**src/rtl/afc_pkg.sv**
```systemverilog
package afc_pkg;
  typedef enum logic [1:0] {SZ_BYTE = 2'd0, SZ_HALF = 2'd1, SZ_WORD = 2'd2, SZ_DBL = 2'd3} afc_size_e;
  typedef enum logic [1:0] {CL_ORD = 2'd0, CL_STRM = 2'd1, CL_RSV = 2'd2, CL_CBZ = 2'd3} afc_class_e;
  localparam int unsigned N_SIZES = 4;
endpackage

```
**src/rtl/afc_xlate_sel.sv**
```systemverilog
module afc_xlate_sel (
  input  logic reloc_en,
  input  logic direct_store,
  input  logic blk_hit,
  output logic page_xlate
);
  // Page-table translation only when relocating, not direct-store, no block match
  assign page_xlate = reloc_en & ~direct_store & ~blk_hit;
endmodule

```
**src/rtl/afc_cross_det.sv**
```systemverilog
module afc_cross_det
  import afc_pkg::*;
#(
  parameter int PAGE_BITS = 12
) (
  input  logic [PAGE_BITS-1:0] offset,
  input  afc_size_e            size,
  output logic                 crosses
);
  localparam int unsigned PAGE_BYTES = 1 << PAGE_BITS;
  logic [N_SIZES-1:0] lane_hit;

  // One comparator per operand size: offset + bytes > page size
  for (genvar k = 0; k < N_SIZES; k++) begin : g_lane
    localparam int unsigned LAST_OK = PAGE_BYTES - (1 << k);
    localparam logic [PAGE_BITS:0] THR = LAST_OK[PAGE_BITS:0];
    assign lane_hit[k] = {1'b0, offset} > THR;
  end

  assign crosses = lane_hit[size];
endmodule

```
**src/rtl/afc_addr_adj.sv**
```systemverilog
module afc_addr_adj
  import afc_pkg::*;
#(
  parameter int EA_W = 32
) (
  input  logic [EA_W-1:0] ea,
  input  afc_class_e      cls,
  output logic [EA_W-1:0] fault_addr
);
  localparam logic [EA_W-1:0] WORD_STEP = EA_W'(4);
  logic multiword;
  logic unaligned;

  assign multiword  = (cls == CL_RSV) || (cls == CL_STRM);
  assign unaligned  = |ea[1:0];
  assign fault_addr = (multiword && unaligned) ? ea + WORD_STEP : ea;
endmodule

```
**src/rtl/align_fault_check.sv**
```systemverilog
module align_fault_check
  import afc_pkg::*;
#(
  parameter int EA_W      = 32,
  parameter int PAGE_BITS = 12
) (
  input  logic            clk,
  input  logic            rst,
  input  logic            in_valid,
  input  logic [EA_W-1:0] in_ea,
  input  logic [1:0]      in_size,
  input  logic [1:0]      in_class,
  input  logic            reloc_en,
  input  logic            direct_store,
  input  logic            blk_hit,
  input  logic            attr_wt,
  input  logic            attr_ci,
  output logic            done,
  output logic            fault,
  output logic            access_go,
  output logic [EA_W-1:0] fault_ea
);
  afc_size_e  size_q;
  afc_class_e cls_q;
  logic       page_xlate;
  logic       crosses;
  logic       fault_nxt;
  logic [EA_W-1:0] adj_ea;

  assign size_q = afc_size_e'(in_size);
  assign cls_q  = afc_class_e'(in_class);

  afc_xlate_sel u_xlate (
    .reloc_en     (reloc_en),
    .direct_store (direct_store),
    .blk_hit      (blk_hit),
    .page_xlate   (page_xlate)
  );

  afc_cross_det #(.PAGE_BITS(PAGE_BITS)) u_cross (
    .offset  (in_ea[PAGE_BITS-1:0]),
    .size    (size_q),
    .crosses (crosses)
  );

  afc_addr_adj #(.EA_W(EA_W)) u_adj (
    .ea         (in_ea),
    .cls        (cls_q),
    .fault_addr (adj_ea)
  );

  always_comb begin
    unique case (cls_q)
      CL_CBZ:  fault_nxt = attr_wt | attr_ci;
      CL_STRM: fault_nxt = 1'b0;
      default: fault_nxt = page_xlate & crosses;
    endcase
  end

  always_ff @(posedge clk) begin
    if (rst) begin
      done      <= 1'b0;
      fault     <= 1'b0;
      access_go <= 1'b0;
    end else begin
      done      <= in_valid;
      fault     <= in_valid & fault_nxt;
      access_go <= in_valid & ~fault_nxt;
    end
  end

  always_ff @(posedge clk) begin
    if (!rst && in_valid && fault_nxt) fault_ea <= adj_ea;
  end
endmodule

```
**config.mk**
```make
export PLATFORM = sky130hd
export DESIGN_NAME = align_fault_check
export DESIGN_NICKNAME = d
export VERILOG_FILES = /design/src/rtl/afc_pkg.sv /design/src/rtl/afc_xlate_sel.sv /design/src/rtl/afc_cross_det.sv /design/src/rtl/afc_addr_adj.sv /design/src/rtl/align_fault_check.sv
export SDC_FILE = /design/constraint.sdc
export NUM_CORES = 1
export LEC_CHECK = 0
export BUFFER_PORTS_ARGS = -buffer_cell sky130_fd_sc_hd__buf_2
export CORE_UTILIZATION = 45
export CTS_CLUSTER_DIAMETER = 80
export DETAILED_ROUTE_END_ITERATION = 10
export PLACE_DENSITY_LB_ADDON = 0.25
export SYNTH_ARGS = -nofsm -noshare
export SYNTH_HDL_FRONTEND = slang
export SYNTH_SLANG_ARGS = --single-unit
```
**constraint.sdc**
```tcl
create_clock -name clk -period 4.7 [get_ports clk]
set_clock_uncertainty 0.1 [all_clocks]
set_input_delay 1.175 -clock clk [delete_from_list [all_inputs] [get_ports clk]]
set_output_delay 1.175 -clock clk [all_outputs]
set_load 0.1 [all_outputs]
```
# [Word-level counts from Yosys, hierarchy flattened]
# Index checks and enable logic that the tools add are counted.
[word_totals] register_bits=35 inputBits=44 out_inout_bits=35 word_cells=31
[classes] n_addsub=1 n_lt_le_gt_ge=4 n_eq_ne=3 mux=4 n_bitwise=9 n_reduce_logical=6
[op_table] operator="12-bit > comparator (second input constant)" n=3
[op_table] operator="32-bit by 3-bit adder with 32-bit output (second input constant)" n=1
[op_table] operator="32-bit 2-to-1 mux" n=1
[op_table] operator="1-bit AND" n=5
[op_table] operator="2-bit equality test (second input constant)" n=2
[op_table] operator="1-bit logical AND" n=3
[op_table] operator="2-bit by 3-bit < comparator with 1-bit output (second input constant)" n=1
[op_table] operator="1-bit NOT" n=3
[op_table] operator="1-bit binary-select mux with 2-bit select" n=1
[op_table] operator="2-bit by 1-bit equality test with 1-bit output (second input constant)" n=1
[op_table] operator="1-bit case mux with 2 select lines" n=1
[op_table] operator="2-bit OR reduction" n=1
[op_table] operator="1-bit logical NOT" n=1
[op_table] operator="1-bit logical OR" n=1
[op_table] operator="1-bit 2-to-1 mux" n=1
[op_table] operator="1-bit OR" n=1

# [Depth between registers and ports, before layout]
[logic_depth] ltp_word=7 mapped_depth=7 depth_no_buf=7

# [Cells and area by module]
# A second synthesis with hierarchy kept.
[unflattened] hier_cells=143 hier_area_um2=1850.5
[modules_own_cells] mod="align_fault_check" n_inst=1 cells_per_inst=41 area_per_inst_um2=1089.8 seq_area_each_um2=1021.0
[modules_own_cells] mod="afc_addr_adj" n_inst=1 cells_per_inst=93 area_per_inst_um2=690.7 seq_area_each_um2=0.0
[modules_own_cells] mod="afc_cross_det" n_inst=1 cells_per_inst=8 area_per_inst_um2=57.6 seq_area_each_um2=0.0
[modules_own_cells] mod="afc_xlate_sel" n_inst=1 cells_per_inst=1 area_per_inst_um2=12.5 seq_area_each_um2=0.0

# [Worst setup path before layout]
# OpenSTA, ideal clock, no wires.
[synth_timing] kind="in2reg" from="input in_class[1]" to="register fault_ea[0] (enable)" setup_time_ns=0.425 arrival_ns=3.568 required_ns=4.175 path_slack_ns=0.607 cell_stages=6 path_buffers=0 path_cell_list="inv_1 > ha_1 > nor4b_1 > o311ai_0 > o41a_1 > nor2b_1"
[synth_via] elab_chain_len=3 word_cells_on_any_way=4 classes_between="2 x eq/ne; 1 x mux; 1 x reduce/logical"
[synth_lines] element="from (decl)" line="align_fault_check.sv:12" text="input logic [1:0] in_class,"
[synth_lines] element="2-bit by 1-bit equality test with 1-bit output / 2-bit equality test (equally long branches)" line="align_fault_check.sv:53" text="unique case (cls_q)"
[synth_lines] element="1-bit case mux with 2 select lines *" line="align_fault_check.sv:53"
[synth_lines] element="1-bit logical AND *" line="align_fault_check.sv:73" text="if (!rst && in_valid && fault_nxt) fault_ea <= adj_ea;"
[synth_lines] element="to (signal assigned)" line="align_fault_check.sv:73"
[synth_lines] element="to (decl)" line="align_fault_check.sv:21" text="output logic [EA_W-1:0] fault_ea"
# Mark *: on every way between the ends. The rest lies on a longest branch, timed or not.
# A chain may end at the register's enable or synchronous reset.

# [Final worst setup path]
[layout_timing] from="input in_class[0]" to="register fault_ea[1] (enable)"
# The elaborated chain is that of the path after synthesis.

==> qor_table.md <==
| Quantity | Value | Unit |
| --- | --- | --- |
| Status | finished, final reports clean | - |
| Slowest stage cell, crit path | nor2b_2 | - |
| Number of global-route vias before repair | 1287 | - |
| Number of antenna violations at the first check in global routing | 0 | - |
| Critical path peak fanout | 19 | - |
| Post-CTS setup repair buffer count | 0 | - |
| Router iterations before antenna repair | 4 | - |
| Buf/Inv on CP | 2 | - |
| Top cell family by delay on the critical path | simple AND/OR/NAND/NOR gates | - |
| Post-synth net total | 178 | - |
| Total track usage | 0.179 | - |
| Pre-CTS setup slack | 996 | ps |
| Hold-fix buffer count after cts | 0 | - |
| Peak supply drop | 0.129 | mV |
| Antenna-violating nets left | 0 | - |
| Post-synthesis to final-layout area growth | 30.7 | % |
| CTS clk-pin slew, worst paths | 60 | ps |
| Element type at the critical path end | register | - |
| Count of input and output buffers | 78 | - |
| Total congestion overflow | 0 | - |
| Mean instance size in the synthesized netlist | 13.4 | um^2 |
| Share of the synthesized area in the top cell type | 0.547 | - |
| Worst Hold Class | in -> reg | - |
| Die Span X | 64.5 | um |
| Inserted Diodes | 0 | - |
| Sequential cell area | 0.00102 | mm^2 |
| Yosys synthesis warning count | 0 | - |
| Avg WL per Cell | 13.0 | um |
| Timing-limited maximum frequency | 296 | MHz |
| Top-level I/O count | 79 | - |
| Detailed Place HPWL | 2760 | um |
| DRT iter0 DRCs | 40 | - |
| Yosys cell types | 32 | - |
| Clock period minus worst slack | 3380 | ps |
| Max Transition Viols Final | 0 | - |
| Total area of multi-input combinational cells | 732 | um^2 |
| Placer congestion estimate | 0.903 | - |
| Clk sink count | 35 | - |
| Num CTS Buffers | 5 | - |
| Worst Tran Pin Value | 663 | ps |
| Max-slew headroom at the worst pin | 0.556 | - |
| Critical path launch point type | input pin | - |
| Via/cell ratio | 5.11 | - |
| Effective utilization at floorplan | 0.473 | - |
| Area of the core | 0.00372 | mm^2 |
| Period utilization | 0.719 | - |
| Crit path kind | in -> reg | - |
| Static power due to leakage | 0.942 | nW |
| Via count | 1359 | - |
| Setup TNS Final | 0 | ps |
| Core Rows | 22 | - |
| Detailed-route DRC error count | 0 | - |
| Fill cell count | 320 | - |
| H-tree levels | 2 | - |
| Required time at the worst-slack endpoint | 4570 | ps |
| Cell type contributing the most total cell area after synthesis | edfxtp_1 | - |
| Post-synthesis sequential area ratio | 0.581 | - |
| Resized Gates After CTS | 0 | - |
| Highest-count cells in the layout ignoring fill and taps | buf_2, edfxtp_1, xnor2_1 | - |
| Data arrival time of the worst path | 3250 | ps |
| Peak per-stage delay on the critical path | 560 | ps |
| Number of nets in the layout | 264 | - |
| Unrepaired setup endpoints after global routing | false | - |
| Endpoints failing hold | 0 | - |
| Post-synthesis instance area | 0.00176 | mm^2 |
| Area of the die | 0.00416 | mm^2 |
| Wire length of the first global-routing pass | 5530 | um |
| Ordered list of cells on the worst path | buf_2 -> ha_1 -> nor4b_1 -> o311ai_0 -> o41a_1 -> nor2b_2 -> buf_4 | - |
| TritonCTS clock tree | done | - |
| Worst hold path depth | 2 | - |
| Cell types with the largest area share after synthesis | edfxtp_1, xnor2_1, dfxtp_1 | - |
| Routed wire length | 3460 | um |
| CTS root buf | clkbuf_8 | - |
| Commonest non-fill, non-tap cell in the layout | buf_2 | - |
| Min setup slack post-route | 1320 | ps |
| Fraction of layout cells with a size suffix above 1 | 0.440 | - |
| Vertical die dimension | 64.5 | um |
| Clock Tree Buf Depth | 2 | - |
| Largest net degree at the start of global routing | 20 | - |
| MaxCap Viol Count | 0 | - |
| Register bit count reported by yosys | 35 | - |
| Gate count of the mapped netlist | 131 | - |
| Pwr per Cell Area | 298 | mW/mm^2 |
| Critical path depth in cells | 7 | - |
| Final count of negative-setup-slack endpoints | 0 | - |
final timing paths:
check,start,end
setup / recovery,in_class[0],fault_ea[1]
hold / removal,rst,done
per-layer routing:
layer / wire length (um) / vias to the layer above / GRT usage
li1: - / 664 / -
met1: 1350 / 632 / 0.185
met2: 1810 / 56 / 0.326
met3: 221 / 7 / 0.0528
met4: 74 / 0 / 0.0917
met5: 0 / - / 0
through the flow:
stage                     power [mW]  instance area (um^2)   util  hold WS, ps  cells
after floorplan                0.448                  1760      -         1170    131
final                          0.684                  2300  0.619          982    266
after global routing           0.708                  2300  0.619          986    266
after CTS                      0.688                  2300  0.619          979    266
after global placement         0.488                  2220  0.597         1280    258
after detailed placement       0.490                  2220  0.597         1280    258
cells by family after synthesis:
family	Yosys count	share of synthesized area
flip-flops	35	0.581
XOR/XNOR	29	0.144
AND/OR/NAND/NOR	55	0.216
multiplexers	1	0.00641
AO/OA/AOI/OAI	6	0.0270
buffers and inverters	2	0.00427
adder cells (fa/ha/maj)	3	0.0214
registers in the layout, summed over array words and instances (netlist names):
register / flops
fault_ea: 32
done: 1
access_go: 1
fault: 1
layout make-up:
class / count / share of cell area
sequential: 35 / 0.444
multi-input combinational: 94 / 0.318
timing repair buffer: 79 / 0.173
clock buffer: 6 / 0.0316
tap: 48 / 0.0261
clock inverter: 2 / 0.00327
inverter: 2 / 0.00327
cell usage after synthesis:
cell and number:
edfxtp_1 32, xnor2_1 23, nand2_1 12, nand3_1 9, and3_1 6, xor2_1 6, nand4_1 5, dfxtp_1 3
ha_1 3, nor2_1 3, nor2b_1 3, and4_1 2, inv_1 2, nand3_4 2, nor3_4 2, o21ai_0 2
a21boi_0 1, and2_1 1, and3_2 1, and4_4 1, mux2_2 1, nand3_2 1, nand4_2 1, nand4b_1 1
nor3_1 1, nor3b_1 1, nor4_1 1, nor4_4 1, nor4b_1 1, o21ba_2 1, o311ai_0 1, o41a_1 1
power by group:
part           internal, mW  leakage [nW]  switching (mW)
combinational        0.0352         0.587          0.0965
sequential            0.350         0.315         0.00197
clock                 0.101        0.0403          0.0996
(Power assumes the default switching activity.)
